--- src/rtl/mac_pkg.sv ---
package mac_pkg;
  localparam int ACC_W  = 40;
  localparam int OP_W   = 16;
  localparam int NARR_W = 32;
  localparam int SH_W   = 6;
  localparam int MAX_SH = 16;

  typedef enum logic [2:0] {
    OP_NOP   = 3'd0,
    OP_CLR   = 3'd1,
    OP_LOAD  = 3'd2,
    OP_MAC   = 3'd3,
    OP_MSC   = 3'd4,
    OP_ADD   = 3'd5,
    OP_SHIFT = 3'd6,
    OP_NOP2  = 3'd7
  } mac_op_e;
endpackage

--- src/rtl/mac_multiplier.sv ---
module mac_multiplier #(
  parameter int OPW = 16,
  localparam int EW = OPW + 1,
  localparam int PW = 2 * EW,
  localparam int OUTW = PW + 1
) (
  input  logic [OPW-1:0]         a,
  input  logic [OPW-1:0]         b,
  input  logic                   is_signed,
  input  logic                   frac,
  output logic signed [OUTW-1:0] prod
);
  logic signed [EW-1:0] ext_a, ext_b;
  logic signed [PW-1:0] raw;

  // one extra bit covers both signed and unsigned operands
  assign ext_a = {is_signed & a[OPW-1], a};
  assign ext_b = {is_signed & b[OPW-1], b};
  assign raw   = ext_a * ext_b;
  assign prod  = frac ? {raw, 1'b0} : {raw[PW-1], raw};
endmodule

--- src/rtl/mac_shifter.sv ---
module mac_shifter #(
  parameter int ACCW = 40,
  parameter int SHW = 6,
  parameter int MAXSH = 16,
  localparam int OUTW = ACCW + MAXSH + 1
) (
  input  logic [ACCW-1:0]        acc,
  input  logic [SHW-1:0]         amt,
  output logic signed [OUTW-1:0] res
);
  logic [SHW-1:0] neg_amt, mag;
  logic signed [OUTW-1:0] ext;

  assign neg_amt = -amt;
  assign ext = {{(OUTW-ACCW){acc[ACCW-1]}}, acc};

  always_comb begin
    if (amt[SHW-1]) mag = (neg_amt > SHW'(MAXSH)) ? SHW'(MAXSH) : neg_amt;
    else            mag = (amt > SHW'(MAXSH))     ? SHW'(MAXSH) : amt;
  end

  assign res = amt[SHW-1] ? (ext <<< mag) : (ext >>> mag);
endmodule

--- src/rtl/mac_saturate.sv ---
module mac_saturate #(
  parameter int INW = 57,
  parameter int ACCW = 40,
  parameter int NARW = 32
) (
  input  logic [INW-1:0]  val,
  input  logic            sat_en,
  input  logic            narrow,
  output logic [ACCW-1:0] out,
  output logic            clamped
);
  localparam logic [ACCW-1:0] WIDE_MAX = {1'b0, {(ACCW-1){1'b1}}};
  localparam logic [ACCW-1:0] WIDE_MIN = {1'b1, {(ACCW-1){1'b0}}};
  localparam logic [ACCW-1:0] NARR_MAX = {{(ACCW-NARW+1){1'b0}}, {(NARW-1){1'b1}}};
  localparam logic [ACCW-1:0] NARR_MIN = {{(ACCW-NARW+1){1'b1}}, {(NARW-1){1'b0}}};

  logic wide_fits, narr_fits, fits;

  assign wide_fits = (&val[INW-1:ACCW-1]) | ~(|val[INW-1:ACCW-1]);
  assign narr_fits = (&val[INW-1:NARW-1]) | ~(|val[INW-1:NARW-1]);
  assign fits      = narrow ? narr_fits : wide_fits;

  always_comb begin
    clamped = 1'b0;
    out     = val[ACCW-1:0];
    if (sat_en && !fits) begin
      clamped = 1'b1;
      if (narrow) out = val[INW-1] ? NARR_MIN : NARR_MAX;
      else        out = val[INW-1] ? WIDE_MIN : WIDE_MAX;
    end
  end
endmodule

--- src/rtl/dsp_mac_engine.sv ---
module dsp_mac_engine
  import mac_pkg::*;
#(
  parameter int ACCW = ACC_W,
  parameter int OPW = OP_W,
  parameter int NARW = NARR_W,
  parameter int SHW = SH_W,
  parameter int MAXSH = MAX_SH,
  localparam int WIDEW = ACCW + MAXSH + 1,
  localparam int PRODW = 2 * (OPW + 1) + 1
) (
  input  logic            clk,
  input  logic            rst,
  input  logic [2:0]      opcode,
  input  logic            acc_sel,
  input  logic [OPW-1:0]  opa,
  input  logic [OPW-1:0]  opb,
  input  logic            is_signed,
  input  logic            frac_mode,
  input  logic            sat_en,
  input  logic            sat_narrow,
  input  logic [SHW-1:0]  shift_amt,
  output logic [ACCW-1:0] acc0,
  output logic [ACCW-1:0] acc1,
  output logic            ovf0,
  output logic            ovf1,
  output logic            sat_sticky
);
  logic [ACCW-1:0] acc_q [2];
  logic [1:0]      ovf_q;
  logic            sticky_q;

  logic [ACCW-1:0]         sel_acc, oth_acc, sat_val, wr_val;
  logic signed [PRODW-1:0] prod;
  logic signed [WIDEW-1:0] shifted, wide_sel, wide_oth, wide_prod, arith;
  logic                    is_arith, do_write, clamped;

  assign sel_acc = acc_q[acc_sel];
  assign oth_acc = acc_q[~acc_sel];

  mac_multiplier #(.OPW(OPW)) u_mul (
    .a(opa), .b(opb), .is_signed(is_signed), .frac(frac_mode), .prod(prod)
  );

  mac_shifter #(.ACCW(ACCW), .SHW(SHW), .MAXSH(MAXSH)) u_shift (
    .acc(sel_acc), .amt(shift_amt), .res(shifted)
  );

  assign wide_sel  = {{(WIDEW-ACCW){sel_acc[ACCW-1]}}, sel_acc};
  assign wide_oth  = {{(WIDEW-ACCW){oth_acc[ACCW-1]}}, oth_acc};
  assign wide_prod = {{(WIDEW-PRODW){prod[PRODW-1]}}, prod};

  always_comb begin
    is_arith = 1'b1;
    arith    = '0;
    unique case (opcode)
      OP_MAC:   arith = wide_sel + wide_prod;
      OP_MSC:   arith = wide_sel - wide_prod;
      OP_ADD:   arith = wide_sel + wide_oth;
      OP_SHIFT: arith = shifted;
      default:  is_arith = 1'b0;
    endcase
  end

  mac_saturate #(.INW(WIDEW), .ACCW(ACCW), .NARW(NARW)) u_sat (
    .val(arith), .sat_en(sat_en & is_arith), .narrow(sat_narrow),
    .out(sat_val), .clamped(clamped)
  );

  always_comb begin
    do_write = 1'b1;
    wr_val   = sat_val;
    case (opcode)
      OP_CLR:  wr_val = '0;
      OP_LOAD: wr_val = {{(ACCW-2*OPW){opb[OPW-1]}}, opb, opa};
      OP_NOP, OP_NOP2: do_write = 1'b0;
      default: ;
    endcase
  end

  always_ff @(posedge clk) begin
    if (rst) begin
      acc_q[0] <= '0;
      acc_q[1] <= '0;
      ovf_q    <= '0;
      sticky_q <= 1'b0;
    end else begin
      if (do_write) begin
        acc_q[acc_sel] <= wr_val;
        ovf_q[acc_sel] <= ~((&wr_val[ACCW-1:NARW-1]) | ~(|wr_val[ACCW-1:NARW-1]));
      end
      if (opcode == OP_CLR)  sticky_q <= 1'b0;
      else if (clamped)      sticky_q <= 1'b1;
    end
  end

  assign acc0       = acc_q[0];
  assign acc1       = acc_q[1];
  assign ovf0       = ovf_q[0];
  assign ovf1       = ovf_q[1];
  assign sat_sticky = sticky_q;

  AST_CLR_ZERO: assert property (@(posedge clk) disable iff (rst)
    (opcode == OP_CLR && !acc_sel) |=> (acc0 == '0 && !sat_sticky));
  AST_OTHER_HOLD: assert property (@(posedge clk) disable iff (rst)
    (!acc_sel) |=> $stable(acc1));
  AST_NARROW_RANGE: assert property (@(posedge clk) disable iff (rst)
    (sat_en && sat_narrow && !acc_sel && opcode inside {OP_MAC, OP_MSC, OP_ADD, OP_SHIFT})
    |=> ((&acc0[ACCW-1:NARW-1]) || !(|acc0[ACCW-1:NARW-1])));
  AST_OVF_TRACK: assert property (@(posedge clk) disable iff (rst)
    ovf0 == !((&acc0[ACCW-1:NARW-1]) || !(|acc0[ACCW-1:NARW-1])));
  AST_STICKY_CLEAR: assert property (@(posedge clk) disable iff (rst)
    $fell(sat_sticky) |-> ($past(opcode) == OP_CLR));
endmodule

--- config.mk ---
export PLATFORM = sky130hd
export DESIGN_NAME = dsp_mac_engine
export DESIGN_NICKNAME = d
export VERILOG_FILES = /design/src/rtl/mac_pkg.sv /design/src/rtl/mac_multiplier.sv /design/src/rtl/mac_shifter.sv /design/src/rtl/mac_saturate.sv /design/src/rtl/dsp_mac_engine.sv
export SDC_FILE = /design/constraint.sdc
export NUM_CORES = 2
export LEC_CHECK = 0
export CORE_MARGIN = 2
export CORE_UTILIZATION = 50
export DETAILED_ROUTE_END_ITERATION = 12
export PLACE_DENSITY = 0.65
export SETUP_SLACK_MARGIN = 0.3
export SLEW_MARGIN = 20
export SYNTH_ARGS = -nofsm -noshare
export SYNTH_HDL_FRONTEND = slang
export SYNTH_SLANG_ARGS = --single-unit
--- constraint.sdc ---
create_clock -name clk -period 17 [get_ports clk]
set_input_delay 2.55 -clock clk [delete_from_list [all_inputs] [get_ports clk]]
set_output_delay 2.55 -clock clk [all_outputs]
set_load 0.02 [all_outputs]
== After elaboration in Yosys (flattened, before gate mapping) ==
Memory sizes are Yosys's and may differ from the RTL's.
Index checks and enable logic that the tools add are counted.

* Bits in registers: 3
* Input port bits: 48
* RAM bits: 80
* Logic and storage cells: 71
* Memories kept: 1

* Muxes and demuxes: 25
* $mul: 1
* Shifts and indexed selects: 2
* $lt $le $gt $ge: 4
* Bitwise gates (word level): 11
* Equal/unequal tests: 7
* $add $sub $neg: 4
* Reductions and logical operators: 14

{| class="wikitable"
|+ Memory list
! name !! words !! width !! rd ports !! clocked after memory_dff !! write ports !! RTL line !! source
|-
| acc_q || 2 || 40 || 4 || 0 || 2 || dsp_mac_engine.sv:29 || <nowiki>logic [ACCW-1:0] acc_q [2];</nowiki>
|}

{| class="wikitable"
|+ Operator list
! kind !! number
|-
| $pmux 57 s4 || 1
|-
| $mux 40 || 5
|-
| $pmux 40 s2 || 1
|-
| $mux 57 || 1
|-
| $sshl 40x6->57 || 1
|-
| $sshr 40x6->57 || 1
|-
| $add 40x35->41 || 1
|-
| $add 40x40->41 || 1
|-
| $sub 40x35->41 || 1
|-
| $reduce_or 40->1 || 1
|-
| $mul 17x17->34 || 1
|-
| $mux 34 || 1
|-
| $reduce_and 26->1 || 1
|-
| $reduce_or 26->1 || 1
|-
| $reduce_and 18->1 || 1
|-
| $reduce_or 18->1 || 1
|-
| $eq 3x3->1 const B || 4
|-
| $gt 6x5->1 const B || 2
|-
| $mux 6 || 2
|-
| $mux 1 || 11
|-
| $reduce_and 9->1 || 1
|-
| $reduce_or 9->1 || 1
|-
| $eq 3x2->1 const B || 2
|-
| $neg 6->6 || 1
|-
| 14 further kinds || 24
|}

== Logic depth before layout (Yosys ltp) ==
* Depth in word-level cells: 20
* Depth in mapped cells: 50
* Depth with buffers taken out: 45

== Modules after synthesis ==
From an unflattened synthesis, not the netlist that was laid out.

* Cell total of the unflattened synthesis: 3762
* Area total of the unflattened synthesis: 30340.3 sq um

{| class="wikitable"
|+ By module, submodules not included
! module !! area each (sq um) !! times used !! cells each
|-
| dsp_mac_engine || 12180.4 || 1 || 1532
|-
| mac_multiplier || 11412.2 || 1 || 1274
|-
| mac_shifter || 6170.9 || 1 || 880
|-
| mac_saturate || 576.8 || 1 || 76
|}

== Worst setup path after synthesis ==
OpenSTA, ideal clock, no wires.

* Path type: input to register
* Start point: in opa[2]
* End point: mem acc_q[0][38] (data pin)
* Stages: 45
* Data required time: 16.745 ns
* Arrival: 12.650 ns
* Setup slack: 4.096 ns
* Path buffers: 4
* Setup time: 0.255 ns
* Cells stage by stage: clkbuf_1 clkbuf_1 nand2_1 fa_1 fa_1 inv_1 ha_1 fa_1 inv_1 fa_1 fa_1 inv_1 ha_1 and4_1 a211oi_1 o21ai_0 a41oi_1 a2111oi_0 [9 not listed] xnor2_1 ha_1 clkbuf_1 inv_1 o21ai_0 a21oi_1 o21bai_1 a21oi_1 o21ai_0 a21oi_1 or4_1 a211oi_1 and4_1 a31oi_1 a31oi_4 buf_6 mux2_1 and2_1

{| class="wikitable"
|+ RTL lines
! what !! RTL line !! source
|-
| start: declaration || dsp_mac_engine.sv:16 || <nowiki>input logic [OPW-1:0] opa,</nowiki>
|-
| end: declaration || dsp_mac_engine.sv:29 ||
|}

==> impl_metrics.tcl <==
set metrics [dict create \
    status "completed" \
    critPathBufInv 8 \
    die_area_um2 59540 \
    r2r_cells 18 \
    tightest_slew_ps 1130 \
    ant_nets 0 \
    cp_slowest_cell "clkdlybuf4s50_1" \
    numCtsBuffers 9 \
    vias_per_cell 6.594 \
    hold_class "reg2reg" \
    grt_max_degree 73 \
    maxCapViolations 0 \
    antenna_found_initial 1 \
    portBuffers 130 \
    synthTopCellsByArea "fa_1, ha_1, edfxtp_1" \
    max_stage_delay_ps 960 \
    finalCritPeriodShare_pct 92.32 \
    grt_overflow 0 \
    drt-pass1-iter-count 8 \
    worstPathArrival_ps 15790 \
    gp_congestion 1.034 \
    yosysWarnings 0 \
    wl_per_cell_um 26.60 \
    avgSynthCellArea_um2 7.967 \
    async_flop_share_pct 0 \
    synth_edf_count 80 \
    grt_pass1_vias 28021 \
    route.detailed.drc 0 \
    die_y_um 244.0 \
    insertion_delay_ps 380 \
    cts_tree "built" \
    critical_path_class "in2reg" \
    whs_path_depth 2 \
    cts_buffer_depth 2 \
    drt_iter0_markers 3030 \
    crit_fanout 32 \
    grt_usage_pct 38.56 \
    grt_setup_unrepaired "false" \
    ys_types 113 \
    crit_path_end_kind "register" \
    syn_area_um2 28800 \
    r2r_end "acc_q[1][4]$_SDFFCE_PN0P_" \
    synth_seq_cells 83 \
    slew_headroom_pct 24.68 \
    synth_ff_type "edfxtp_1" \
    grt_pass1_wl_mm 174.9 \
    timing.final.hold_violations 0 \
    ctsHoldBuffers 0 \
    syn-num-nets 4168 \
    dp_hpwl_mm 91.30 \
    ctsResizeCount 0 \
    rrSetupSlack_ps 9620 \
    cts_setup_buffers 0 \
    yosysMostFrequentCell "inv_1" \
    report.final.slew_viol_count 0 \
    core_area_um2 56710 \
    setup_viol 0 \
    synth_top_area_share_pct 20.78 \
    syn_inst 3615 \
    layout.nets 4147 \
    hp-start "sat_sticky$_SDFFE_PP0P_" \
    die_w_um 244.0 \
    rows 87 \
    crit_top_cell "inv_1" \
    drive_above_1_share_pct 6.835 \
    cts.clk_slew.worst_paths_ps 70 \
    root_buffer "clkbuf_16" \
    wl_mm 115.9 \
    r2r-start "acc_q[0][4]$_SDFFCE_PN0P_" \
    required_ps 17100 \
    critPathTopFamily "compound AO/OA/AOI/OAI gates" \
    cts.sinks 83 \
    htree_levels 3 \
    post-synth-top-area-cell "fa_1" \
    start_util_pct 50.78 \
    max_freq_ghz 0.06372 \
    synth_common_cells "inv_1, nand2_1, fa_1, nor2_1, a21oi_1" \
    skew_ps 14.52 \
    yosysSeqAreaShare_pct 8.549 \
    vias 28725 \
    holdPathEnd "sat_sticky$_SDFFE_PP0P_" \
    fin_crit_ps 15690 \
    finalSetupTns_ps 0 \
    io_pins 131 \
    startpoint_type "input pin" \
    area_growth_pct 7.520 \
]
-- how the worst max path moves through the flow --
stage | slack [ps] | to | cells past startpoint | start
final | 1310 | acc_q[0][5]$_SDFFCE_PN0P_ | 45 | opb[4]
after global routing | 440 | acc_q[0][5]$_SDFFCE_PN0P_ | 45 | opb[4]
after CTS | 1600 | acc_q[0][5]$_SDFFCE_PN0P_ | 45 | opb[4]
after detailed placement | 1200 | acc_q[0][5]$_SDFFCE_PN0P_ | 45 | opb[4]
after global placement | 1580 | acc_q[1][17]$_SDFFCE_PN0P_ | 45 | opb[4]
after floorplan | 4100 | acc_q[0][38]$_SDFFCE_PN0P_ | 45 | opa[2]
-- per-stage QoR --
step	area (um^2)	hold slack [ps]	setup slack [ps]	instances	utilization (%)
after floorplan	28800	534.7	4096	3615	-
after global placement	30630	469.9	1581	4339	54.01
after detailed placement	30630	468.0	1200	4339	54.01
after CTS	30960	486.6	1599	4355	54.60
after global routing	30960	511.5	435.7	4355	54.60
final	30970	493.9	1306	4356	54.60
-- registers in the layout, indices dropped and copies added (netlist names) --
| register | count |
|---|---|
| acc_q | 80 |
| ovf_q | 2 |
| sat_sticky | 1 |
-- cells in the final DEF (no fill, tap or decap), types with 18 or more instances in the layout --
| master | instances |
|---|---|
| a221o_1 | 19 |
| o211ai_1 | 82 |
| and2_1 | 149 |
| edfxtp_1 | 80 |
| clkdlybuf4s50_1 | 127 |
| mux2i_1 | 140 |
| o22ai_1 | 43 |
| mux2_2 | 88 |
| a221oi_1 | 22 |
| nor3_1 | 73 |
| a21oi_1 | 216 |
| nand2b_1 | 33 |
| xnor2_1 | 42 |
| a211oi_1 | 72 |
| o21bai_1 | 33 |
| xor2_1 | 33 |
| inv_1 | 423 |
| nand2_1 | 359 |
| and3_1 | 24 |
| buf_4 | 70 |
| a31oi_1 | 30 |
| fa_1 | 299 |
| o221ai_1 | 20 |
| nor2_1 | 242 |
| nand3_1 | 53 |
| o21a_1 | 18 |
| o21ai_0 | 176 |
| a21o_1 | 68 |
| ha_1 | 206 |
| or3_1 | 19 |
-- per-layer routing --
| layer | vias up | wire, um | GRT usage (%) |
|---|---|---|---|
| li1 | 12689 | - | - |
| met2 | 1585 | 50440 | 58.62 |
| met4 | 2 | 5041 | 14.65 |
| met5 | - | 13 | 0 |
| met3 | 242 | 11470 | 8.824 |
| met1 | 14207 | 48920 | 53.32 |
-- final cells by class --
type | instances | area [um^2]
Inverter | 426 | 1599
Clock buffer | 9 | 225.2
Fill cell | 5392 | 25750
Sequential cell | 83 | 2462
Tap cell | 756 | 945.9
Antenna cell | 1 | 2.502
Clock inverter | 7 | 106.4
Timing Repair Buffer | 200 | 1827
Multi-Input combinational cell | 2874 | 23800
-- worst reg2reg max path, stage by stage (launching register included) --
cell and delay (ps):
edfxtp_1 440, mux2i_1 400, inv_1 230, ha_1 500, inv_1 100, a2111oi_0 590
a211oi_1 230, o2111ai_1 400, a211oi_1 220, o2111ai_1 410, a21oi_1 250, a2111oi_0 790
o41ai_1 210, a221o_1 330, a21boi_1 500, o211a_2 700, or2_1 240, buf_4 350
a221oi_1 200
-- logic make-up after synthesis --
family / synth area share [%]
AND/OR/NAND/NOR: 17.49
XOR/XNOR: 2.281
buffers and inverters: 9.145
AO/OA/AOI/OAI: 23.88
flip-flops: 8.549
multiplexers: 8.932
adder cells (fa/ha/maj): 29.73
Power is not shown: default switching activity piles up to over one toggle a cycle in this logic, so the estimate is an artifact.
